## config.mk

```make
export PLATFORM = sky130hd
export DESIGN_NAME = univ_shift_reg
export DESIGN_NICKNAME = d
export VERILOG_FILES = /design/src/rtl/usr_pkg.sv /design/src/rtl/usr_ctrl.sv /design/src/rtl/usr_datapath.sv /design/src/rtl/univ_shift_reg.sv
export SDC_FILE = /design/constraint.sdc
export NUM_CORES = 1
export LEC_CHECK = 0
export ABC_AREA = 0
export BUFFER_PORTS_ARGS = -buffer_cell sky130_fd_sc_hd__buf_4
export CAP_MARGIN = 0
export CORE_AREA = 4 4 41 43
export DETAILED_ROUTE_END_ITERATION = 16
export DIE_AREA = 0 0 45 47
export HOLD_SLACK_MARGIN = 0.08
export PLACE_DENSITY = 0.63
export RECOVER_POWER = 100
export SLEW_MARGIN = 15
export SYNTH_ARGS = -nofsm -noshare
export SYNTH_HDL_FRONTEND = slang
export SYNTH_HIERARCHICAL = 1
export SYNTH_SLANG_ARGS = --single-unit
```

## constraint.sdc

```tcl
create_clock -name clk -period 3.68 [get_ports clk]
set_clock_uncertainty 0.05 [all_clocks]
set_input_delay 0.552 -clock clk [delete_from_list [all_inputs] [get_ports clk]]
set_output_delay 0.552 -clock clk [all_outputs]
set_load 0.02 [all_outputs]
```

## src/rtl/usr_pkg.sv

```systemverilog
package usr_pkg;

  typedef enum logic [1:0] {
    MODE_HOLD = 2'b00,
    MODE_DOWN = 2'b01,
    MODE_UP   = 2'b10,
    MODE_LOAD = 2'b11
  } modeE;

  typedef enum logic [1:0] {
    KIND_LOGIC = 2'b00,
    KIND_ARITH = 2'b01,
    KIND_ROT   = 2'b10,
    KIND_FILL  = 2'b11
  } kindE;

  typedef struct packed {
    logic clr;
    logic load;
    logic shift;
    logic dirUp;
    kindE kind;
  } strobeS;

endpackage

```

## src/rtl/usr_ctrl.sv

```systemverilog
module usr_ctrl
  import usr_pkg::*;
(
  input  logic       rst,
  input  logic [1:0] modeSel,
  input  logic [1:0] kindSel,
  output strobeS     strobes
);

  modeE modeQ;

  always_comb begin
    modeQ         = modeE'(modeSel);
    strobes.clr   = rst;
    strobes.load  = !rst && (modeQ == MODE_LOAD);
    strobes.shift = !rst && ((modeQ == MODE_DOWN) || (modeQ == MODE_UP));
    strobes.dirUp = (modeQ == MODE_UP);
    strobes.kind  = kindE'(kindSel);
  end

endmodule

```

## src/rtl/usr_datapath.sv

```systemverilog
module usr_datapath
  import usr_pkg::*;
#(
  parameter int W = 4
) (
  input  logic         clk,
  input  strobeS       strobes,
  input  logic         serInDown,
  input  logic         serInUp,
  input  logic [W-1:0] parIn,
  output logic [W-1:0] regQ,
  output logic         outBitQ
);

  localparam int MSB = W - 1;

  logic [W-1:0] regD;
  logic         fillHi;
  logic         fillLo;
  logic         leaveBit;

  // End-fill selection for each direction
  always_comb begin
    unique case (strobes.kind)
      KIND_LOGIC: begin fillHi = 1'b0;      fillLo = 1'b0;      end
      KIND_ARITH: begin fillHi = regQ[MSB]; fillLo = 1'b0;      end
      KIND_ROT:   begin fillHi = regQ[0];   fillLo = regQ[MSB]; end
      default:    begin fillHi = serInDown; fillLo = serInUp;   end
    endcase
    leaveBit = strobes.dirUp ? regQ[MSB] : regQ[0];
  end

  // One stage per bit: keep, take a neighbour, or take parallel data
  for (genvar i = 0; i < W; i++) begin : gStage
    logic fromBelow;
    logic fromAbove;
    if (i == 0) begin : gLow
      assign fromBelow = fillLo;
    end else begin : gLowN
      assign fromBelow = regQ[i-1];
    end
    if (i == MSB) begin : gHigh
      assign fromAbove = fillHi;
    end else begin : gHighN
      assign fromAbove = regQ[i+1];
    end
    always_comb begin
      if (strobes.clr)        regD[i] = 1'b0;
      else if (strobes.load)  regD[i] = parIn[i];
      else if (strobes.shift) regD[i] = strobes.dirUp ? fromBelow : fromAbove;
      else                    regD[i] = regQ[i];
    end
  end

  always_ff @(posedge clk) begin
    regQ <= regD;
    if (strobes.clr)        outBitQ <= 1'b0;
    else if (strobes.shift) outBitQ <= leaveBit;
  end


  reset_clear_chk: assert property (@(posedge clk)
    strobes.clr |=> (regQ == '0 && outBitQ == 1'b0));


  hold_stable_chk: assert property (@(posedge clk) disable iff (strobes.clr)
    (!strobes.load && !strobes.shift) |=> ($stable(regQ) && $stable(outBitQ)));


  load_copy_chk: assert property (@(posedge clk) disable iff (strobes.clr)
    strobes.load |=> (regQ == $past(parIn) && $stable(outBitQ)));


  down_out_chk: assert property (@(posedge clk) disable iff (strobes.clr)
    (strobes.shift && !strobes.dirUp) |=> (outBitQ == $past(regQ[0])));


  up_out_chk: assert property (@(posedge clk) disable iff (strobes.clr)
    (strobes.shift && strobes.dirUp) |=> (outBitQ == $past(regQ[MSB])));


  arith_sign_chk: assert property (@(posedge clk) disable iff (strobes.clr)
    (strobes.shift && !strobes.dirUp && strobes.kind == KIND_ARITH)
      |=> (regQ[MSB] == $past(regQ[MSB])));


  up_logic_low_chk: assert property (@(posedge clk) disable iff (strobes.clr)
    (strobes.shift && strobes.dirUp && strobes.kind == KIND_LOGIC)
      |=> (regQ[0] == 1'b0));

endmodule

```

## src/rtl/univ_shift_reg.sv

```systemverilog
module univ_shift_reg
  import usr_pkg::*;
#(
  parameter int W = 4
) (
  input  logic         clk,
  input  logic         rst,
  input  logic [1:0]   modeSel,
  input  logic [1:0]   kindSel,
  input  logic         serInDown,
  input  logic         serInUp,
  input  logic [W-1:0] parIn,
  output logic [W-1:0] regOut,
  output logic         shiftOut
);

  strobeS strobes;

  usr_ctrl uCtrl (
    .rst     (rst),
    .modeSel (modeSel),
    .kindSel (kindSel),
    .strobes (strobes)
  );

  usr_datapath #(.W(W)) uPath (
    .clk       (clk),
    .strobes   (strobes),
    .serInDown (serInDown),
    .serInUp   (serInUp),
    .parIn     (parIn),
    .regQ      (regOut),
    .outBitQ   (shiftOut)
  );

endmodule

```

==> out/qor.json <==
{
  "sta": {
    "final.setup.tns_ns": 0,
    "grt_setup_unrepaired": "no",
    "timing.final.crit_period_ns": 1.790,
    "finalMaxSlewViolations": 0,
    "postLayoutSetupSlackWorst_ns": 1.890,
    "worst_slew_pin_slew_ns": 0.7306,
    "timing.final.crit_share": 0.4865,
    "setup_viol": 0,
    "fmax_mhz": 558.6,
    "finalHoldViolCount": 0,
    "slew-limit-headroom": 0.5119
  },
  "die": {
    "die_w_um": 45,
    "dieHeight_um": 47,
    "floorplan.initialDensity": 0.3231,
    "die-area_mm2": 0.002115,
    "core_area_mm2": 0.001301,
    "i_o_pins": 17,
    "rows": 13
  },
  "clocking": {
    "ctsLongestPathBuffers": 2,
    "insertion_delay_ns": 0.24,
    "post_cts.resized_instances": 0,
    "cts.sink_count": 5,
    "tritoncts": "built",
    "postCtsSetupBuffers": 0,
    "cts_inserted_buffers": 3,
    "hold_buffers": 0,
    "clk_transition_reported_paths_ns": 0.05,
    "cts_htree_levels": 1,
    "cts-root-buf": "sky130_fd_sc_hd__clkbuf_4"
  },
  "power": {
    "sequentialPowerShare": 0.362,
    "switching_share": 0.2916,
    "p_leak_nw": 0.2163,
    "power.net_switching_mw": 0.05017,
    "worst_ir_drop_vdd_mv": 0.1988,
    "power_density_over_cell_area_mw_per_mm2": 328.2,
    "power.share.clock": 0.371,
    "comb_power_share": 0.267,
    "internal_power_mw": 0.1219
  },
  "synth": {
    "synth_seq_cells": 5,
    "synth_cell_type_count": 25,
    "synth_nets": 59,
    "syn_avg_cell_area_um2": 9.342,
    "number_of_instances_in_the_synthesized_netlist": 45,
    "ys_warn_count": 6,
    "ys_seq_area_frac": 0.2381,
    "post_synth_instance_area_um2": 420.4
  },
  "cells_and_area": {
    "final_nets": 74,
    "seqCellArea_um2": 100.1,
    "n_antenna_cell": 0,
    "synthToLayoutAreaGrowth_pct": 24.70,
    "multi_input_area_um2": 270.3,
    "drive_gt1_frac": 0.3220,
    "fillCellCount": 134
  },
  "worst_hold_path": {
    "worst_hold_path.num_cells": 2,
    "hold_path_startpoint": "uPath/outBitQ",
    "min_delay_path_class": "register to register"
  },
  "worst_setup_path": {
    "cpMostUsedCell": "sky130_fd_sc_hd__nor2_1",
    "crit_chain": "clkbuf_4 > inv_1 > ha_1 > nor2_1 > nor2_1 > a211o_1 > a21oi_1",
    "arrival_ns": 1.92,
    "critPathBufInv": 2,
    "cp.depth": 7,
    "cp-start-kind": "primary input",
    "crit_path_end_kind": "register",
    "timing.critical_path.fanout_max": 9,
    "rr_worst_depth": 3,
    "path_delay_family": "simple AND/OR/NAND/NOR gates",
    "crit_slowest_cell": "sky130_fd_sc_hd__nor2_1",
    "max_stage_delay_ns": 0.43,
    "setup.worst_path.start": "modeSel[0]",
    "rr_startpoint": "uPath/regQ[0]",
    "criticalPathCategory": "primary input to register",
    "worstPathRequired_ns": 3.81
  },
  "run_status": {
    "outcome": "finished clean"
  },
  "routing": {
    "drtPass1Iterations": 4,
    "routed_wire_length_per_instance_um": 11.97,
    "route.vias.total": 383,
    "postRouteWirelength_um": 886,
    "route.detailed.drc": 0,
    "initialDrtViolationCount": 1,
    "vias_per_cell": 5.176,
    "final_antenna_violating_net_count": 0
  },
  "place": {
    "dpl_worst_slack_ns": 1.644,
    "place.port_buffers": 16,
    "globalplace.congestion": 0.7247,
    "dp_hpwl_um": 685.1
  },
  "global_routing": {
    "grt_pass1_vias": 372,
    "global_route.overflow_total": 0,
    "global_route.usage.total": 0.09976,
    "grt_start_max_net_pins": 11,
    "antenna_found_initial": 0,
    "global_route_wire_length_before_repair_um": 1462
  },
  "run": {
    "cap_violations": 0
  }
}
[tightest hold or removal path, stage by stage (launching register included)]
cell	delay, ns
sky130_fd_sc_hd__dfxtp_1	0.30
sky130_fd_sc_hd__nor2_1	0.10
sky130_fd_sc_hd__a211oi_1	0.05
[cells in the mapped netlist]
cell | instances | area share
sky130_fd_sc_hd__a211oi_1 | 1 | 0.018
sky130_fd_sc_hd__nor2_1 | 5 | 0.045
sky130_fd_sc_hd__clkbuf_1 | 1 | 0.0089
sky130_fd_sc_hd__ha_1 | 2 | 0.060
sky130_fd_sc_hd__a311oi_1 | 1 | 0.021
sky130_fd_sc_hd__a21oi_1 | 2 | 0.024
sky130_fd_sc_hd__o211ai_1 | 1 | 0.018
sky130_fd_sc_hd__buf_6 | 1 | 0.027
sky130_fd_sc_hd__dfxtp_1 | 5 | 0.24
sky130_fd_sc_hd__mux2_2 | 1 | 0.027
sky130_fd_sc_hd__buf_4 | 3 | 0.054
sky130_fd_sc_hd__and3b_1 | 1 | 0.021
sky130_fd_sc_hd__nor3b_1 | 1 | 0.018
sky130_fd_sc_hd__o31ai_1 | 1 | 0.018
sky130_fd_sc_hd__nor4bb_4 | 1 | 0.060
sky130_fd_sc_hd__o41ai_2 | 1 | 0.039
sky130_fd_sc_hd__nor2b_1 | 2 | 0.030
sky130_fd_sc_hd__nand2_1 | 2 | 0.018
sky130_fd_sc_hd__nand3_1 | 1 | 0.012
sky130_fd_sc_hd__inv_1 | 2 | 0.018
sky130_fd_sc_hd__and2b_2 | 1 | 0.021
sky130_fd_sc_hd__clkbuf_2 | 1 | 0.012
sky130_fd_sc_hd__a211o_1 | 2 | 0.042
sky130_fd_sc_hd__a2111oi_2 | 1 | 0.036
sky130_fd_sc_hd__mux2i_1 | 5 | 0.12
[final cells by class]
type	instances	area share
clock buffer	4	0.05012
inverter	2	0.01432
multi-input combinational	32	0.5155
sequential	5	0.1909
tap	15	0.03580
timing repair buffer	16	0.1933
[state kept, by name (all words and copies together), names as in the netlist]
signal,flops
uPath/regQ,4
uPath/outBitQ,1
[logic make-up (layout without fill, tap and decap cells)]
logic type | Yosys count | in the layout | share of synthesized area
adder cells (fa/ha/maj) | 2 | 2 | 0.05951
AO/OA/AOI/OAI | 10 | 10 | 0.2143
buffers and inverters | 8 | 22 | 0.1190
AND/OR/NAND/NOR | 14 | 14 | 0.2232
multiplexers | 6 | 6 | 0.1458
flip-flops | 5 | 5 | 0.2381
[stage by stage]
step,utilization,instance area [um2],std cells,power [mW],hold WS (ns)
after floorplan,-,420.4,45,0.09633,0.5183
after global placement,0.3971,516.7,70,0.1121,0.4440
after detailed placement,0.3971,516.7,70,0.1127,0.4484
after CTS,0.4173,543.0,74,0.1795,0.4561
after global routing,0.4029,524.3,74,0.1848,0.4742
final,0.4029,524.3,74,0.1721,0.4511
[cell usage in the layout (no fill, tap or decap), types with 2 or more instances in the layout]
cell type and instances:
sky130_fd_sc_hd__a211o_1 2, sky130_fd_sc_hd__a21oi_1 2, sky130_fd_sc_hd__buf_4 10, sky130_fd_sc_hd__clkbuf_1 6, sky130_fd_sc_hd__clkbuf_4 4, sky130_fd_sc_hd__dfxtp_1 5
sky130_fd_sc_hd__ha_1 2, sky130_fd_sc_hd__inv_1 2, sky130_fd_sc_hd__mux2i_1 5, sky130_fd_sc_hd__nand2_1 2, sky130_fd_sc_hd__nor2_1 5, sky130_fd_sc_hd__nor2b_1 2
[final timing paths]
path	end	slack (ns)
setup / recovery	uPath/regQ[2]	1.89
hold / removal	uPath/outBitQ	0.45
hold reg to reg	uPath/outBitQ	0.45
setup reg to reg	uPath/regQ[3]	2.42
[metal layers]
metal / GRT usage / routed length [um] / up-vias
met5: 0 / 0 / -
met4: 0.03509 / 0 / 0
met3: 0.06130 / 84 / 0
met2: 0.1638 / 430 / 15
met1: 0.1053 / 371 / 178
li1: - / - / 190
[power groups by stage]
| stage | Clock, mW | Combinational [mW] | Sequential, mW |
|---|---|---|---|
| 2_1_floorplan | 0 | 0.0290 | 0.0673 |
| 3_3_place_gp | 0 | 0.0487 | 0.0634 |
| 3_5_place_dp | 0 | 0.0492 | 0.0636 |
| 4_1_cts | 0.0678 | 0.0492 | 0.0626 |
| 5_1_grt | 0.0709 | 0.0511 | 0.0628 |
| 6_report | 0.0638 | 0.0460 | 0.0623 |
Note: power is estimated with default switching activity, not from simulation.
